## src/rtl/wordasm_pkg.sv

```systemverilog
package wordasm_pkg;

  // Strobes issued by the control to the datapath each cycle
  typedef struct packed {
    logic shiftEn;    // shift an accepted bit in
    logic clearBits;  // drop the partial word
    logic latchWord;  // this shift completes the word
  } asmStrobes_t;

  typedef enum logic {
    ST_GAP  = 1'b0,
    ST_RECV = 1'b1
  } asmState_t;

endpackage

```

## src/rtl/wordasm_ctrl.sv

```systemverilog
module wordasm_ctrl
  import wordasm_pkg::*;
#(
  parameter int HI_INTERVAL = 10,
  parameter int LO_INTERVAL = 80,
  parameter int GAP_CHECKS  = 3
) (
  input  logic        clk,
  input  logic        rstN,
  input  logic        speedLow,
  input  logic        sampleTick,
  input  logic        bitStrobe,
  input  logic        bitError,
  input  logic        nullUpper,
  input  logic        nullLower,
  input  logic        lastBit,
  output asmStrobes_t strobes,
  output logic        rxEnable
);

  localparam int MAX_IV = (LO_INTERVAL > HI_INTERVAL) ? LO_INTERVAL : HI_INTERVAL;
  localparam int TW     = $clog2(MAX_IV + 1);
  localparam int GW     = $clog2(GAP_CHECKS + 1);

  asmState_t      state;
  logic [TW-1:0]  gapTimer;
  logic [GW-1:0]  gapCount;
  logic [TW-1:0]  interval;
  logic           gapNull;
  logic           checkNow;

  always_comb begin
    gapNull  = nullUpper & nullLower;
    interval = speedLow ? TW'(LO_INTERVAL) : TW'(HI_INTERVAL);
    checkNow = (state == ST_GAP) && sampleTick && (gapTimer >= interval - TW'(1));
  end

  // Strobes toward the datapath; an error wins over a coincident bit
  always_comb begin
    strobes = '0;
    if (state == ST_RECV) begin
      if (bitError) begin
        strobes.clearBits = 1'b1;
      end else if (bitStrobe) begin
        strobes.shiftEn   = 1'b1;
        strobes.latchWord = lastBit;
      end
    end
  end

  always_ff @(posedge clk) begin
    if (!rstN) begin
      state    <= ST_GAP;
      gapTimer <= '0;
      gapCount <= '0;
    end else begin
      case (state)
        ST_GAP: begin
          if (sampleTick) begin
            if (checkNow) begin
              gapTimer <= '0;
              if (gapNull) begin
                if (gapCount == GW'(GAP_CHECKS - 1)) begin
                  gapCount <= '0;
                  state    <= ST_RECV;
                end else begin
                  gapCount <= gapCount + GW'(1);
                end
              end else begin
                gapCount <= '0;
              end
            end else begin
              gapTimer <= gapTimer + TW'(1);
            end
          end
        end
        ST_RECV: begin
          if (strobes.clearBits || strobes.latchWord) begin
            state    <= ST_GAP;
            gapTimer <= '0;
            gapCount <= '0;
          end
        end
        default: state <= ST_GAP;
      endcase
    end
  end

  assign rxEnable = (state == ST_RECV);

  AST_GAPCOUNT_LIMIT: assert property (@(posedge clk) disable iff (!rstN)
    gapCount < GW'(GAP_CHECKS));
  AST_ARM_NEEDS_NULL: assert property (@(posedge clk) disable iff (!rstN)
    $rose(rxEnable) |-> $past(nullUpper && nullLower && sampleTick));
  AST_ERROR_DISARMS: assert property (@(posedge clk) disable iff (!rstN)
    (rxEnable && bitError) |=> !rxEnable);
  AST_LATCH_DISARMS: assert property (@(posedge clk) disable iff (!rstN)
    strobes.latchWord |=> !rxEnable);
  AST_TIMER_IDLE: assert property (@(posedge clk) disable iff (!rstN)
    (!sampleTick && !rxEnable) |=> $stable(gapTimer));
  AST_TIMER_BOUND: assert property (@(posedge clk) disable iff (!rstN)
    gapTimer < TW'(MAX_IV));

endmodule

```

## src/rtl/wordasm_datapath.sv

```systemverilog
module wordasm_datapath
  import wordasm_pkg::*;
#(
  parameter int WORD_BITS = 32
) (
  input  logic                 clk,
  input  logic                 rstN,
  input  asmStrobes_t          strobes,
  input  logic                 bitValue,
  output logic                 lastBit,
  output logic [WORD_BITS-1:0] wordOut,
  output logic                 eosPulse
);

  localparam int CW = $clog2(WORD_BITS);

  // Holds the upper WORD_BITS-1 positions; the final bit completes the word
  logic [WORD_BITS-2:0] shiftReg;
  logic [WORD_BITS-1:0] nextShift;
  logic [CW-1:0]        bitCount;
  logic                 onesOdd;

  always_comb begin
    nextShift = {bitValue, shiftReg};
    onesOdd   = ^nextShift;
    lastBit   = (bitCount == CW'(WORD_BITS - 1));
  end

  always_ff @(posedge clk) begin
    if (!rstN) begin
      shiftReg <= '0;
      bitCount <= '0;
      wordOut  <= '0;
      eosPulse <= 1'b0;
    end else begin
      eosPulse <= strobes.latchWord;
      if (strobes.clearBits) begin
        bitCount <= '0;
      end else if (strobes.shiftEn) begin
        shiftReg <= nextShift[WORD_BITS-1:1];
        bitCount <= lastBit ? '0 : bitCount + CW'(1);
      end
      if (strobes.latchWord) begin
        wordOut <= {~onesOdd, nextShift[WORD_BITS-2:0]};
      end
    end
  end

  AST_EOS_SINGLE: assert property (@(posedge clk) disable iff (!rstN)
    eosPulse |=> !eosPulse);
  AST_WORD_HOLD: assert property (@(posedge clk) disable iff (!rstN)
    !eosPulse |-> $stable(wordOut));

endmodule

```

## src/rtl/word_assembler.sv

```systemverilog
module word_assembler
  import wordasm_pkg::*;
#(
  parameter int WORD_BITS   = 32,
  parameter int HI_INTERVAL = 10,
  parameter int LO_INTERVAL = 80,
  parameter int GAP_CHECKS  = 3
) (
  input  logic                 clk,
  input  logic                 rstN,
  input  logic                 speedLow,
  input  logic                 sampleTick,
  input  logic                 bitStrobe,
  input  logic                 bitValue,
  input  logic                 bitError,
  input  logic                 nullUpper,
  input  logic                 nullLower,
  output logic [WORD_BITS-1:0] wordOut,
  output logic                 eosPulse,
  output logic                 rxEnable
);

  asmStrobes_t strobes;
  logic        lastBit;

  wordasm_ctrl #(
    .HI_INTERVAL (HI_INTERVAL),
    .LO_INTERVAL (LO_INTERVAL),
    .GAP_CHECKS  (GAP_CHECKS)
  ) u_ctrl (
    .clk        (clk),
    .rstN       (rstN),
    .speedLow   (speedLow),
    .sampleTick (sampleTick),
    .bitStrobe  (bitStrobe),
    .bitError   (bitError),
    .nullUpper  (nullUpper),
    .nullLower  (nullLower),
    .lastBit    (lastBit),
    .strobes    (strobes),
    .rxEnable   (rxEnable)
  );

  wordasm_datapath #(
    .WORD_BITS (WORD_BITS)
  ) u_datapath (
    .clk      (clk),
    .rstN     (rstN),
    .strobes  (strobes),
    .bitValue (bitValue),
    .lastBit  (lastBit),
    .wordOut  (wordOut),
    .eosPulse (eosPulse)
  );

  AST_SHIFT_ONLY_ARMED: assert property (@(posedge clk) disable iff (!rstN)
    strobes.shiftEn |-> rxEnable);
  AST_EOS_DISARMED: assert property (@(posedge clk) disable iff (!rstN)
    eosPulse |-> !rxEnable);

endmodule

```

## config.mk

```make
export PLATFORM = sky130hd
export DESIGN_NAME = word_assembler
export DESIGN_NICKNAME = d
export VERILOG_FILES = /design/src/rtl/wordasm_pkg.sv /design/src/rtl/wordasm_ctrl.sv /design/src/rtl/wordasm_datapath.sv /design/src/rtl/word_assembler.sv
export SDC_FILE = /design/constraint.sdc
export NUM_CORES = 1
export LEC_CHECK = 0
export BUFFER_PORTS_ARGS = -buffer_cell sky130_fd_sc_hd__buf_4
export CORE_ASPECT_RATIO = 1.1
export CORE_MARGIN = 2
export CORE_UTILIZATION = 62
export CTS_BUF_LIST = sky130_fd_sc_hd__clkbuf_16
export CTS_CLUSTER_DIAMETER = 80
export DETAILED_ROUTE_END_ITERATION = 16
export HOLD_SLACK_MARGIN = 0.1
export PLACE_DENSITY = 0.95
export SLEW_MARGIN = 20
export SYNTH_ARGS = -nofsm -noshare
export SYNTH_HDL_FRONTEND = slang
export SYNTH_HIERARCHICAL = 1
export SYNTH_SLANG_ARGS = --single-unit
export TNS_END_PERCENT = 5
```

## constraint.sdc

```tcl
create_clock -name clk -period 4.2 [get_ports clk]
set_input_delay 0.84 -clock clk [delete_from_list [all_inputs] [get_ports clk]]
set_output_delay 0.84 -clock clk [all_outputs]
set_load 0.02 [all_outputs]
```

== Word level (Yosys, flattened, before mapping) ==
Cells that the tools add are included.

* Output and inout port bits: 34
* Bits in registers: 79
* Logic and storage cells: 54

* Multiplexer cells: 24
* Reduce and logical (&&, ||, !) cells: 8
* $add $sub $neg: 4
* Eq/ne operators: 5
* Bitwise gates (word level): 5
* Magnitude comparators: 1

{| class="wikitable"
|+ Operator list
! kind !! number
|-
| XOR reduction 32 bit || 1
|-
| 2-to-1 mux 7 bit || 4
|-
| case mux 7 bit (2 select lines) || 1
|-
| 2-to-1 mux 1 bit || 10
|-
| 2-to-1 mux 2 bit || 5
|-
| adder 7 x 1 -> 7 bit, second input constant || 1
|-
| >= comparator 7 bit || 1
|-
| subtractor 7 x 1 -> 7 bit, second input constant || 1
|-
| adder 5 x 1 -> 5 bit, second input constant || 1
|-
| equality test 5 bit, second input constant || 1
|-
| 2-to-1 mux 5 bit || 1
|-
| inequality test 2 bit, second input constant || 2
|-
| inverter 1 bit || 4
|-
| case mux 2 bit (2 select lines) || 1
|-
| AND reduction 2 bit || 2
|-
| 2-to-1 mux 3 bit || 1
|-
| AND reduction 3 bit || 1
|-
| adder 2 x 1 -> 2 bit, second input constant || 1
|-
| equality test 2 bit, second input constant || 1
|-
| logical AND 1 bit || 2
|-
| inequality test 2 x 1 -> 1 bit, second input constant || 1
|-
| case mux 1 bit (2 select lines) || 1
|-
| OR reduction 2 bit || 1
|-
| bitwise AND 1 bit || 1
|-
| logical OR 1 bit || 1
|}

== Longest topological paths before layout ==
* Word-level depth: 7
* Gate-level depth with buffers: 9

== Modules after synthesis ==
The synthesis kept the hierarchy.

{| class="wikitable"
|+ By module, submodules not included
! module !! times used !! cells each !! area an instance (µm²)
|-
| wordasm_datapath || 1 || 296 || 2857.7
|-
| wordasm_ctrl || 1 || 66 || 586.8
|}

== Least setup slack after synthesis ==
Ideal clock, no wire load.

* Path kind: input-to-reg
* From: input port speedLow
* To: register u_ctrl.gapCount[0]
* Cell stages on the path: 6
* Setup time: 0.059 ns
* Arrival time: 2.225 ns
* Buffers on the path: 0
* Slack: 1.917 ns
* Required time: 4.141 ns
* Cell sequence: inv_1 -> ha_1 -> a211o_1 -> a2111oi_4 -> o21ai_2 -> a2bb2o_1

* Word-level cells in the longest chain between the ends: 6

{| class="wikitable"
|+ Ends and longest elaborated chain
! item !! RTL line !! source
|-
| start, declared || word_assembler.sv:11 || <nowiki>input logic speedLow,</nowiki>
|-
| 2-to-1 mux 7 bit || wordasm_ctrl.sv:34 || <nowiki>interval = speedLow ? TW'(LO_INTERVAL) : TW'(HI_INTERVAL);</nowiki>
|-
| subtractor 7 x 1 -> 7 bit || wordasm_ctrl.sv:35 || <nowiki>checkNow = (state == ST_GAP) && sampleTick && (gapTimer >= interval - TW'(1));</nowiki>
|-
| >= comparator 7 bit || wordasm_ctrl.sv:35 ||
|-
| logical AND 1 bit || wordasm_ctrl.sv:35 ||
|-
| inequality test 2 x 1 -> 1 bit (no source line) || -- ||
|-
| AND reduction 3 bit (no source line) || -- ||
|-
| end signal, assigned || wordasm_ctrl.sv:67 || <nowiki>gapCount <= gapCount + GW'(1);</nowiki>
|-
| end, declared || wordasm_ctrl.sv:27 || <nowiki>logic [GW-1:0] gapCount;</nowiki>
|}

No other way between the ends.
A chain may end at the register's enable or synchronous reset.

==> reports/metrics.json <==
{
  "overflow": 0,
  "detail_route.first_pass.iterations": 4,
  "wire_length_of_the_first_global_routing_pass_mm": 10.45,
  "dp.final_hpwl_mm": 4.149,
  "synth-adder-area-share_pct": 2.179,
  "fin_total_pwr_mw": 1.447,
  "fillCellCount": 360,
  "postRouteAntennaNets": 0,
  "initial_core_util_pct": 64.26,
  "worst_setup_path_end_kind": "flop",
  "count_of_cell_types_in_the_netlist": 36,
  "grt_max_degree": 69,
  "drive_gt1_share_pct": 15.17,
  "drtIter0Drc": 128,
  "synth_area_per_cell_um2": 9.515,
  "final_cell_area_um2": 4059,
  "max_freq_mhz": 417.9,
  "grt_antenna_before_repair": 0,
  "detail_route.drc_violations": 0,
  "std_cell_rows": 28,
  "synth_area_um2": 3445,
  "finalCritPeriodShare_pct": 56.97,
  "top_level_ports": 43,
  "leakage_nw": 1.461,
  "crit_path_cell_trace": "buf_4 > or2b_1 > nor2_1 > nor2b_2 > buf_4 > nand2_1 > a21boi_0",
  "fin_crit_ns": 2.393,
  "tritoncts.num_buffers": 9,
  "post_synth_and_or_nand_nor_area_fraction_pct": 17.94,
  "clock-sinks": 79,
  "max_slew.worst_pin.slew_ns": 0.6562,
  "timing.critical_path.buf_inv": 2,
  "maxCapViolCount": 0,
  "timing_hold_violations_final": 0,
  "crit_required_ns": 4.44,
  "cts-root-buf": "sky130_fd_sc_hd__clkbuf_16",
  "powerDensity_nw_per_um2": 356.4,
  "viasPerCell": 5.344,
  "cts_setup_buffers": 0,
  "synth.yosys.seq_area_share_pct": 45.91,
  "design.die.area_um2": 6169,
  "slowest_stage": "sky130_fd_sc_hd__nor2_1",
  "core_region_area_um2": 5360,
  "xor_xnor_fraction_of_synth_area_pct": 8.645,
  "synth-warning-count": 6,
  "h_tree_lvl_count": 3,
  "average_wire_length_per_cell_after_detail_routing_um": 13.36,
  "buffer_ports.inserted": 42,
  "drt_wl_total_mm": 6.371,
  "max-clock-path-buffers": 2,
  "gates_resized_cts_repair": 0,
  "critical_path.max_fanout": 31,
  "run_status": "completed",
  "postSynthRegisterBits": 79,
  "finish.net_count": 413,
  "cpMostUsedCell": "sky130_fd_sc_hd__buf_4",
  "critical-path-max-stage-delay_ns": 0.52,
  "synth.mux.area_fraction_pct": 10.17,
  "grt_pass1_vias": 2410,
  "tritoncts": "yes",
  "die_w_um": 75.07,
  "vdd.ir_drop.worst_v": 0.0002797,
  "critical_path_depth_in_cells": 7,
  "dr_total_vias": 2549,
  "grt_setup_unrepaired": "no",
  "path_class": "in2reg",
  "synthesis.nets": 377,
  "reg2regPathDepth": 6,
  "netlist_instances": 362,
  "maxSlewHeadroom_pct": 56.09,
  "worst_setup_hold_path_clk_slew_ns": 0.05,
  "synthesized_area_fraction_occupied_by_ao_oa_aoi_and_oai_cells_pct": 12.17,
  "startpoint_type": "input pin",
  "fin_setup_tns_ns": 0,
  "timing.clock.skew_ns": 0.004695,
  "insertion_delay_ns": 0.33,
  "syn2layout_area_growth_pct": 17.83,
  "worst_hold_path.num_cells": 2,
  "hold_path_class": "reg2reg",
  "setup_violations": 0,
  "place_area_um2": 3787,
  "timing.critical_path.arrival_ns": 2.63,
  "fp.dieH_um": 82.18,
  "synth_top_family_by_area": "simple AND/OR/NAND/NOR gates",
  "cts_hold_repair.buffers": 0,
  "gp_routability_congestion": 0.8058,
  "cpLargestDelayFamily": "simple AND/OR/NAND/NOR gates",
  "report.final.slew_viol_count": 0,
  "n_antenna_cell": 0,
  "grt_util_all_layers_pct": 22.28
}
[metal layers]
layer  GRT usage, %  wire length, um  up-vias
li1               -                -     1276
met1          25.62             2795     1215
met2          38.60             3248       48
met3          6.068              252       10
met4          9.464               75        0
met5              0                0        -
[worst register-to-register path: cells and delay by family (launching register included)]
family / cells / cell delay (ns)
DFF: 1 / 0.53
and+or+nand+nor: 4 / 1.21
buffers and inverters: 1 / 0.31
AOI/OAI and AO/OA: 1 / 0.21
[stage by stage]
step	hold slack, ns	utilization, %	cells	worst slack (ns)
final	0.5046	75.72	477	1.807
after global routing	0.5379	75.72	477	1.640
after CTS	0.5092	75.30	476	1.567
after detailed placement	0.4962	70.66	461	1.248
after global placement	0.4710	70.66	461	1.370
after floorplan	0.4618	-	362	1.917
[final timing paths]
path / start / endpoint / slack (ns)
max: bitError / u_datapath/shiftReg[1] / 1.81
min: u_ctrl/gapTimer[6] / u_ctrl/gapTimer[6] / 0.50
max reg2reg: u_ctrl/rxEnable / u_datapath/shiftReg[1] / 1.85
min reg2reg: u_ctrl/gapTimer[6] / u_ctrl/gapTimer[6] / 0.50
[layout make-up]
class / instances / area, um^2 / share of cell area, %
tap: 75 / 93.84 / 2.312
multi-input combinational: 259 / 1773 / 43.68
clock inverter: 6 / 23.77 / 0.5857
inverter: 5 / 18.77 / 0.4624
sequential: 79 / 1582 / 38.96
timing repair buffer: 44 / 342.8 / 8.446
clock buffer: 9 / 225.2 / 5.549
[where the power goes]
group	leakage, nW	switching (mW)	internal [mW]	total (mW)
combinational	0.687	0.0197	0.0195	0.0392
sequential	0.636	0.00324	0.752	0.755
clock	0.138	0.268	0.384	0.652
[sequential cells by signal (all words and copies together), names as in the netlist]
| signal | count |
|---|---|
| u_ctrl/gapCount | 2 |
| u_ctrl/gapTimer | 7 |
| u_ctrl/rxEnable | 1 |
| u_datapath/bitCount | 5 |
| u_datapath/eosPulse | 1 |
| u_datapath/shiftReg | 31 |
| u_datapath/wordOut | 32 |
[synth_stat cells]
master                      count  share of area (%)
sky130_fd_sc_hd__nor2_2         1               0.18
sky130_fd_sc_hd__nand2_1       64                7.0
sky130_fd_sc_hd__or2b_1         1               0.22
sky130_fd_sc_hd__nand2b_1       2               0.36
sky130_fd_sc_hd__a2bb2o_1       2               0.58
sky130_fd_sc_hd__a21oi_1        6               0.87
sky130_fd_sc_hd__dfxtp_1       79                 46
sky130_fd_sc_hd__a2111oi_4      1               0.80
sky130_fd_sc_hd__nor4bb_1       1               0.29
sky130_fd_sc_hd__buf_2          4               0.58
sky130_fd_sc_hd__nor3_1         1               0.15
sky130_fd_sc_hd__nand4_1        4               0.73
sky130_fd_sc_hd__xnor2_1       28                7.1
sky130_fd_sc_hd__nor2b_1       33                6.0
sky130_fd_sc_hd__nand3_1        1               0.15
sky130_fd_sc_hd__a21boi_0      31                6.8
sky130_fd_sc_hd__xor2_1         6                1.5
sky130_fd_sc_hd__and2_1         2               0.36
sky130_fd_sc_hd__and2_2         1               0.22
sky130_fd_sc_hd__clkbuf_1      14                1.5
sky130_fd_sc_hd__and3_1         1               0.18
sky130_fd_sc_hd__a32o_1         1               0.29
sky130_fd_sc_hd__o21ai_0        5               0.73
sky130_fd_sc_hd__a211oi_1       3               0.65
sky130_fd_sc_hd__o21a_1         1               0.22
sky130_fd_sc_hd__o211a_1        1               0.29
sky130_fd_sc_hd__nor2_1        13                1.4
sky130_fd_sc_hd__o21ai_2        1               0.25
sky130_fd_sc_hd__inv_1          5               0.54
sky130_fd_sc_hd__mux2i_1       35                 10
sky130_fd_sc_hd__a211o_1        1               0.25
sky130_fd_sc_hd__a21o_1         1               0.22
sky130_fd_sc_hd__a22o_1         1               0.25
sky130_fd_sc_hd__or3_1          4               0.73
sky130_fd_sc_hd__buf_6          1               0.33
sky130_fd_sc_hd__ha_1           6                2.2
[layout by cell type, fill, tap and decap left out, drive strengths merged, types with 4 or more instances in the layout]
master,synthesis,final
o21ai,6,6
xnor2,28,28
nor2,14,14
or3,4,4
buf,5,44
ha,6,6
clkbuf,14,9
dfxtp,79,79
mux2i,35,35
nor2b,33,33
a21oi,6,6
xor2,6,6
nand4,4,4
nand2,64,64
inv,5,9
a21boi,31,31
[kinds of logic after synthesis]
| family | after synthesis |
|---|---|
| muxes | 35 |
| buffers and inverters | 24 |
| DFF | 79 |
| adders and majority gates | 6 |
| and+or+nand+nor | 129 |
| xor gates and xnor gates | 34 |
| AOI/OAI and AO/OA | 55 |
(Power assumes the default switching activity.)
